$ cat config.mk
export PLATFORM = sky130hd
export DESIGN_NAME = reg_fault_qual
export DESIGN_NICKNAME = d
export VERILOG_FILES = /design/src/rtl/fq_pkg.sv /design/src/rtl/fq_filter.sv /design/src/rtl/fq_flag.sv /design/src/rtl/fq_rst_gen.sv /design/src/rtl/reg_fault_qual.sv
export SDC_FILE = /design/constraint.sdc
export NUM_CORES = 1
export LEC_CHECK = 0
export ABC_AREA = 1
export BUFFER_PORTS_ARGS = -buffer_cell sky130_fd_sc_hd__buf_2
export CAP_MARGIN = 40
export CORE_MARGIN = 2
export CORE_UTILIZATION = 43
export DETAILED_ROUTE_END_ITERATION = 10
export HOLD_SLACK_MARGIN = 0.12
export PLACE_DENSITY = 0.74
export SYNTH_ARGS = -nofsm -noshare
export SYNTH_HDL_FRONTEND = slang
export SYNTH_SLANG_ARGS = --single-unit
$ cat constraint.sdc
create_clock -name clk_i -period 1.16 [get_ports clk_i]
set_input_delay 0 -clock clk_i [delete_from_list [all_inputs] [get_ports clk_i]]
set_output_delay 0 -clock clk_i [all_outputs]
set_load 0.1 [all_outputs]
$ cat src/rtl/fq_pkg.sv
package fq_pkg;
  localparam int unsigned N_CH = 2;
  typedef enum logic [0:0] {CH_OV = 1'b0, CH_UV = 1'b1} fq_ch_e;
endpackage

$ cat src/rtl/fq_filter.sv
module fq_filter #(
  parameter int unsigned N_TICKS = 20
) (
  input  logic clk_i,
  input  logic rst_ni,
  input  logic tick_i,
  input  logic raw_i,
  input  logic mask_i,
  output logic qual_o
);
  localparam int unsigned CW = $clog2(N_TICKS + 1);
  localparam logic [CW-1:0] LIMIT = CW'(N_TICKS);

  logic [CW-1:0] cnt_q;

  always_ff @(posedge clk_i or negedge rst_ni) begin
    if (!rst_ni)                        cnt_q <= '0;
    else if (mask_i || !raw_i)          cnt_q <= '0;
    else if (tick_i && (cnt_q < LIMIT)) cnt_q <= cnt_q + 1'b1;
  end

  assign qual_o = (cnt_q == LIMIT);
endmodule

$ cat src/rtl/fq_flag.sv
module fq_flag (
  input  logic clk_i,
  input  logic rst_ni,
  input  logic set_i,
  input  logic clr_i,
  output logic flag_o
);
  always_ff @(posedge clk_i or negedge rst_ni) begin
    if (!rst_ni)     flag_o <= 1'b0;
    else if (set_i)  flag_o <= 1'b1;   // set beats clear
    else if (clr_i)  flag_o <= 1'b0;
  end
endmodule

$ cat src/rtl/fq_rst_gen.sv
module fq_rst_gen (
  input  logic clk_i,
  input  logic rst_ni,
  input  logic ss_done_i,
  input  logic any_qual_i,
  output logic rst_no
);
  always_ff @(posedge clk_i or negedge rst_ni) begin
    if (!rst_ni) rst_no <= 1'b0;
    else         rst_no <= ss_done_i && !any_qual_i;
  end
endmodule

$ cat src/rtl/reg_fault_qual.sv
module reg_fault_qual
  import fq_pkg::*;
#(
  parameter int unsigned N_TICKS = 20
) (
  input  logic clk_i,
  input  logic rst_ni,
  input  logic tick_i,
  input  logic ov_raw_i,
  input  logic uv_raw_i,
  input  logic ss_done_i,
  input  logic dvs_active_i,
  input  logic dvs_done_i,
  input  logic clr_i,
  output logic ov_flag_o,
  output logic uv_flag_o,
  output logic fault_o,
  output logic rst_no
);
  logic [N_CH-1:0] raw, qual, flag;
  logic            mask;

  assign raw[CH_OV] = ov_raw_i;
  assign raw[CH_UV] = uv_raw_i;

  // soft start pending, or scaling in flight without done status
  assign mask = !ss_done_i || (dvs_active_i && !dvs_done_i);

  for (genvar c = 0; c < N_CH; c++) begin : g_ch
    fq_filter #(.N_TICKS(N_TICKS)) u_filt (
      .clk_i  (clk_i),
      .rst_ni (rst_ni),
      .tick_i (tick_i),
      .raw_i  (raw[c]),
      .mask_i (mask),
      .qual_o (qual[c])
    );
    fq_flag u_flag (
      .clk_i  (clk_i),
      .rst_ni (rst_ni),
      .set_i  (qual[c] && !mask),
      .clr_i  (clr_i),
      .flag_o (flag[c])
    );
  end

  fq_rst_gen u_rst (
    .clk_i      (clk_i),
    .rst_ni     (rst_ni),
    .ss_done_i  (ss_done_i),
    .any_qual_i (|qual),
    .rst_no     (rst_no)
  );

  assign ov_flag_o = flag[CH_OV];
  assign uv_flag_o = flag[CH_UV];
  assign fault_o   = |flag;
endmodule

Yosys cells after proc, flatten, opt, wreduce, memory -nomap -nowiden
Index checks and enable logic that the tools add are counted.
{"block": "totals", "ff_bits": 13, "input_bits": 9, "wordCells": 39}
{"block": "op_classes", "muxes": 7, "n_lt_le_gt_ge": 2, "n_addsub": 2, "reduce_logical": 21, "n_eq_ne": 2}
{"cell": "two-way mux 5 bit", "n": 4}
{"cell": "adder 5 x 1 -> 5 bit, second input constant", "n": 2}
{"cell": "equality test 5 bit, second input constant", "n": 2}
{"cell": "less-than comparator 5 bit, second input constant", "n": 2}
{"cell": "nonzero test 2 bit", "n": 4}
{"cell": "logical AND 1 bit", "n": 6}
{"cell": "zero test 1 bit", "n": 6}
{"cell": "OR reduction 2 bit", "n": 2}
{"cell": "logical OR 1 bit", "n": 3}
{"cell": "two-way mux 1 bit", "n": 3}

Depth between registers and ports, before layout
{"block": "depth", "ltp_word": 6, "mapped_depth": 7}

Modules after synthesis
Synthesis repeated with hierarchy kept, for this count alone.
{"block": "unflattened", "cells_unflattened": 116, "hier_area_um2": 837.1}
{"module": "fq_filter", "cells_each": 47, "instances": 2, "area_per_inst_um2": 340.3}
{"module": "fq_flag", "cells_each": 5, "instances": 2, "area_per_inst_um2": 40.0}
{"module": "reg_fault_qual", "cells_each": 9, "instances": 1, "area_per_inst_um2": 41.3}
{"module": "fq_rst_gen", "cells_each": 3, "instances": 1, "area_per_inst_um2": 35.0}

Worst setup path before layout
No wires, ideal clock.
{"block": "synth_timing", "path_type": "reg2out", "from": "reg g_ch[0].u_flag.flag_o", "to": "out fault_o", "stages_incl_launch_ff": 3, "slack_ps": -547, "n_path_buf": 0, "arrival_time_ps": 1707, "path_cell_list": "dfrtp_1 > inv_1 > nand2_1"}
{"block": "synth_via", "elab_chain_cells": 1}
{"item": "from (decl)", "line_no": "fq_flag.sv:6", "text": "output logic flag_o"}
{"item": "from (signal assigned)", "line_no": "fq_flag.sv:9", "text": "if (!rst_ni) flag_o <= 1'b0;"}
{"item": "from (signal assigned)", "line_no": "fq_flag.sv:10", "text": "else if (set_i) flag_o <= 1'b1;"}
{"item": "from (signal assigned)", "line_no": "fq_flag.sv:11", "text": "else if (clr_i) flag_o <= 1'b0;"}
{"item": "OR reduction 2 bit", "line_no": "reg_fault_qual.sv:57", "text": "assign fault_o = |flag;"}
{"item": "to (decl)", "line_no": "reg_fault_qual.sv:17", "text": "output logic fault_o,"}
Every way passes these cells.

Final worst setup path
{"block": "layout_timing", "from": "reg g_ch[0].u_filt.cnt_q[0]", "to": "reg g_ch[0].u_flag.flag_o"}
{"block": "layout_via", "elab_chain_cells": 3, "word_cells_on_any_way": 4, "classes_between": "1 x eq/ne; 1 x mux; 2 x reduce/logical"}
{"item": "from (decl)", "line_no": "fq_filter.sv:14", "text": "logic [CW-1:0] cnt_q;"}
{"item": "from (signal assigned)", "line_no": "fq_filter.sv:19", "text": "else if (tick_i && (cnt_q < LIMIT)) cnt_q <= cnt_q + 1'b1;"}
{"item": "equality test 5 bit *", "line_no": "fq_filter.sv:22", "text": "assign qual_o = (cnt_q == LIMIT);"}
{"item": "logical AND 1 bit *", "line_no": "reg_fault_qual.sv:41", "text": ".set_i (qual[c] && !mask),"}
{"item": "two-way mux 1 bit or nonzero test 2 bit (tied branches)"}
Mark *: on every way between the ends. The rest lies on a longest branch, timed or not.
A chain may end at the register's enable or synchronous reset.

==> metrics <==
type of element launching the critical path register; width of the die 48.1 um; share of layout cells above drive strength 1 25.5%; Cell Chain, Critical Path inv_1, ha_1, nand2_1, nor2_1, nand2_1, o21ai_0; count of routing violations after the opening detailed-route iteration 20; met1 track demand over resource in global routing 21.2%; Final Hold Viols 0; accumulated negative setup slack 0 ns; Cell variety after synth 16; antenna violations before repair 0; Rows 15; final worst path period share 94.3%; Post-Synthesis Cell Area 835 um2; overall fraction of global-route tracks in use 16.7%; clock tree from TritonCTS built; number of max-cap violations 0; largest net degree at the start of global routing 14; most congested layer reported by global routing met2; Slew Viols, Final 0; number of cells in the finished layout apart from fillers 162; wire length of the first global-routing pass 2620 um; crit end category register; IO Port Bufs 12; met3 Use GR 4.53%; total I/O pin count 13; clk root buf sky130_fd_sc_hd__clkbuf_4; clock buffer count from CTS 3; weighted congestion at the end of routability-driven global placement 0.847; drt wl/cell 10.0 um; Max Root-Sink Buffers 2; Detailed Place HPWL 1180 um; syn nets 127; Worst Clk Skew 0.00245 ns; vertical die dimension 48.1 um; critical path class reg -> reg; clock period minus worst slack 1.09 ns; Layout Area Growth over Synthesis 25.6%; type of the worst min-delay path in -> async; Worst Path Required 1.35 ns; worst hold margin 0.138 ns; Most common cell on crit path sky130_fd_sc_hd__nand2_1; met2 Resource Use GR 25.9%; clock-pin slew of the registers on the worst-case setup and hold paths 0.08 ns; # DRC 0; floorplan core area 1780 um2; mean instance size in the synthesized netlist 7.32 um2; result of the run completed; number of synthesized register bits 13; sequential share of the synthesized area 39.0%; peak supply drop 0.377 mV; number of sinks driven by the clock tree 13; # H-tree levels 1; Skew-Pair Late Insertion Delay 0.27 ns; Finish-stage setup viols 0; number of nets with antenna violations after routing 0; Max Fanout on Critical Path 5; Critical-path top delay cell sky130_fd_sc_hd__dfrtp_1; vias in the first global route 672; area of the die 2310 um2; starting density of the core 46.8%; number of placed instances, taps included 150; Total Wirelength 1630 um; antenna diode count 0; leakage power summed over all cells 0.576 nW; synthesis warning total 0; first drt pass iteration count 4; overall overflow remaining after global route 0; total via count in the routed design 767; Power per Cell Area 816 nW/um2; number of instances in the synthesized netlist 114; Final Util 58.8%; worst slew slack as a fraction of its limit 67.9%; number of vias per cell 4.73; worst slew pin tran 0.484 ns; crit-path max cell delay 0.44 ns; final-stage net count 151; Critical Path AT 1.29 ns; maximum achievable frequency 914 MHz
==> through the flow <==
step	cell area, um2	setup slack [ns]	total power, mW
detailed placement	936	0.0849	0.565
floorplan	845	0.0672	0.528
global route	1050	-0.0127	0.906
finish	1050	0.0662	0.856
CTS	1020	0.0737	0.865
global placement	936	0.117	0.563
==> cell usage in the layout (no fill, tap or decap), drive strengths merged <==
master / synthesis / routed
nand2: 46 / 46
inv: 17 / 17
buf: 2 / 15
nand3: 13 / 13
dfrtp: 13 / 13
nor2: 10 / 10
dlygate4sd3: 0 / 6
nand4: 4 / 4
clkbuf: 0 / 4
ha: 4 / 4
xor2: 2 / 2
o21ai: 2 / 2
nor3: 1 / 1
==> path summary, 6_finish.rpt <==
path / startpoint / endpoint / slack, ns / depth (start not counted)
worst max-delay path: g_ch[0].u_filt.cnt_q[0] / g_ch[0].u_flag.flag_o / 0.07 / 6
worst min-delay path: rst_ni / g_ch[0].u_flag.flag_o / 0.14 / 2
worst max register to register: g_ch[0].u_filt.cnt_q[0] / g_ch[0].u_flag.flag_o / 0.07 / 6
worst min register to register: g_ch[1].u_filt.cnt_q[0] / g_ch[1].u_filt.cnt_q[0] / 0.57 / 2
max in group asynchronous: rst_ni / g_ch[0].u_filt.cnt_q[3] / 0.77 / 2
min in group clk_i: dvs_active_i / g_ch[0].u_filt.cnt_q[3] / 0.18 / 6
==> Yosys cell counts <==
cell type                 instances  area share [%]
sky130_fd_sc_hd__nand2_1         44              20
sky130_fd_sc_hd__inv_1           15             6.7
sky130_fd_sc_hd__dfrtp_1         13              39
sky130_fd_sc_hd__nand3_1         12             7.2
sky130_fd_sc_hd__ha_1             4             6.0
sky130_fd_sc_hd__nand4_1          4             3.0
sky130_fd_sc_hd__nor2_1           4             1.8
sky130_fd_sc_hd__nor2_2           3             2.2
sky130_fd_sc_hd__nor2_4           3             4.0
sky130_fd_sc_hd__buf_6            2             2.7
sky130_fd_sc_hd__inv_2            2            0.90
sky130_fd_sc_hd__nand2_2          2             1.5
sky130_fd_sc_hd__o21ai_0          2             1.2
sky130_fd_sc_hd__xor2_1           2             2.1
sky130_fd_sc_hd__nand3_2          1             1.2
sky130_fd_sc_hd__nor3_1           1            0.60
==> sequential cells by signal, summed over array words and instances, names as in the netlist <==
signal	flops
g_ch.u_filt.cnt_q	10
g_ch.u_flag.flag_o	2
u_rst.rst_no	1
==> per-layer routing <==
layer	part of all wire [%]	up-vias
met5	0	-
met4	1.2	0
met3	3.4	2
met2	48	19
met1	48	349
li1	-	397
==> cell families after synthesis <==
family,Yosys count,share of synthesized area (%)
flip-flops,13,39.0
AND/OR/NAND/NOR,74,41.4
buffers and inverters,19,10.3
adder cells (fa/ha/maj),4,6.00
AO/OA/AOI/OAI,2,1.20
XOR/XNOR,2,2.10
==> power breakdown <==
group          internal (mW)  switching [mW]
Combinational         0.0452          0.0683
Sequential             0.458         0.00533
Clock                  0.133           0.146
==> worst max-delay path, delay by kind of cell (launching register included) <==
| kind | cells | cell delay, ns |
|---|---|---|
| flops | 1 | 0.44 |
| buf+inv | 1 | 0.10 |
| fa+ha+maj | 1 | 0.15 |
| compound gates | 1 | 0.07 |
| simple gates | 3 | 0.27 |
==> timing repair <==
| item | 4_1_cts | 5_1_grt |
|---|---|---|
| buffers inserted | 0 | 2 |
| endpoints found under the hold margin | 19 | 0 |
| hold buffers | 6 | 0 |
| endpoints found under the setup margin | 0 | 6 |
| gates resized for setup | 0 | 4 |
==> final cells by class <==
| type | count | area, um2 |
|---|---|---|
| fillers | 147 | 734 |
| multi-input cells | 82 | 440 |
| flip-flops and latches | 13 | 329 |
| repair buffers | 21 | 158 |
| inverters | 17 | 63.8 |
| well taps | 25 | 31.3 |
| clock buffers | 4 | 26.3 |
Power figures use the tool's default switching activity.
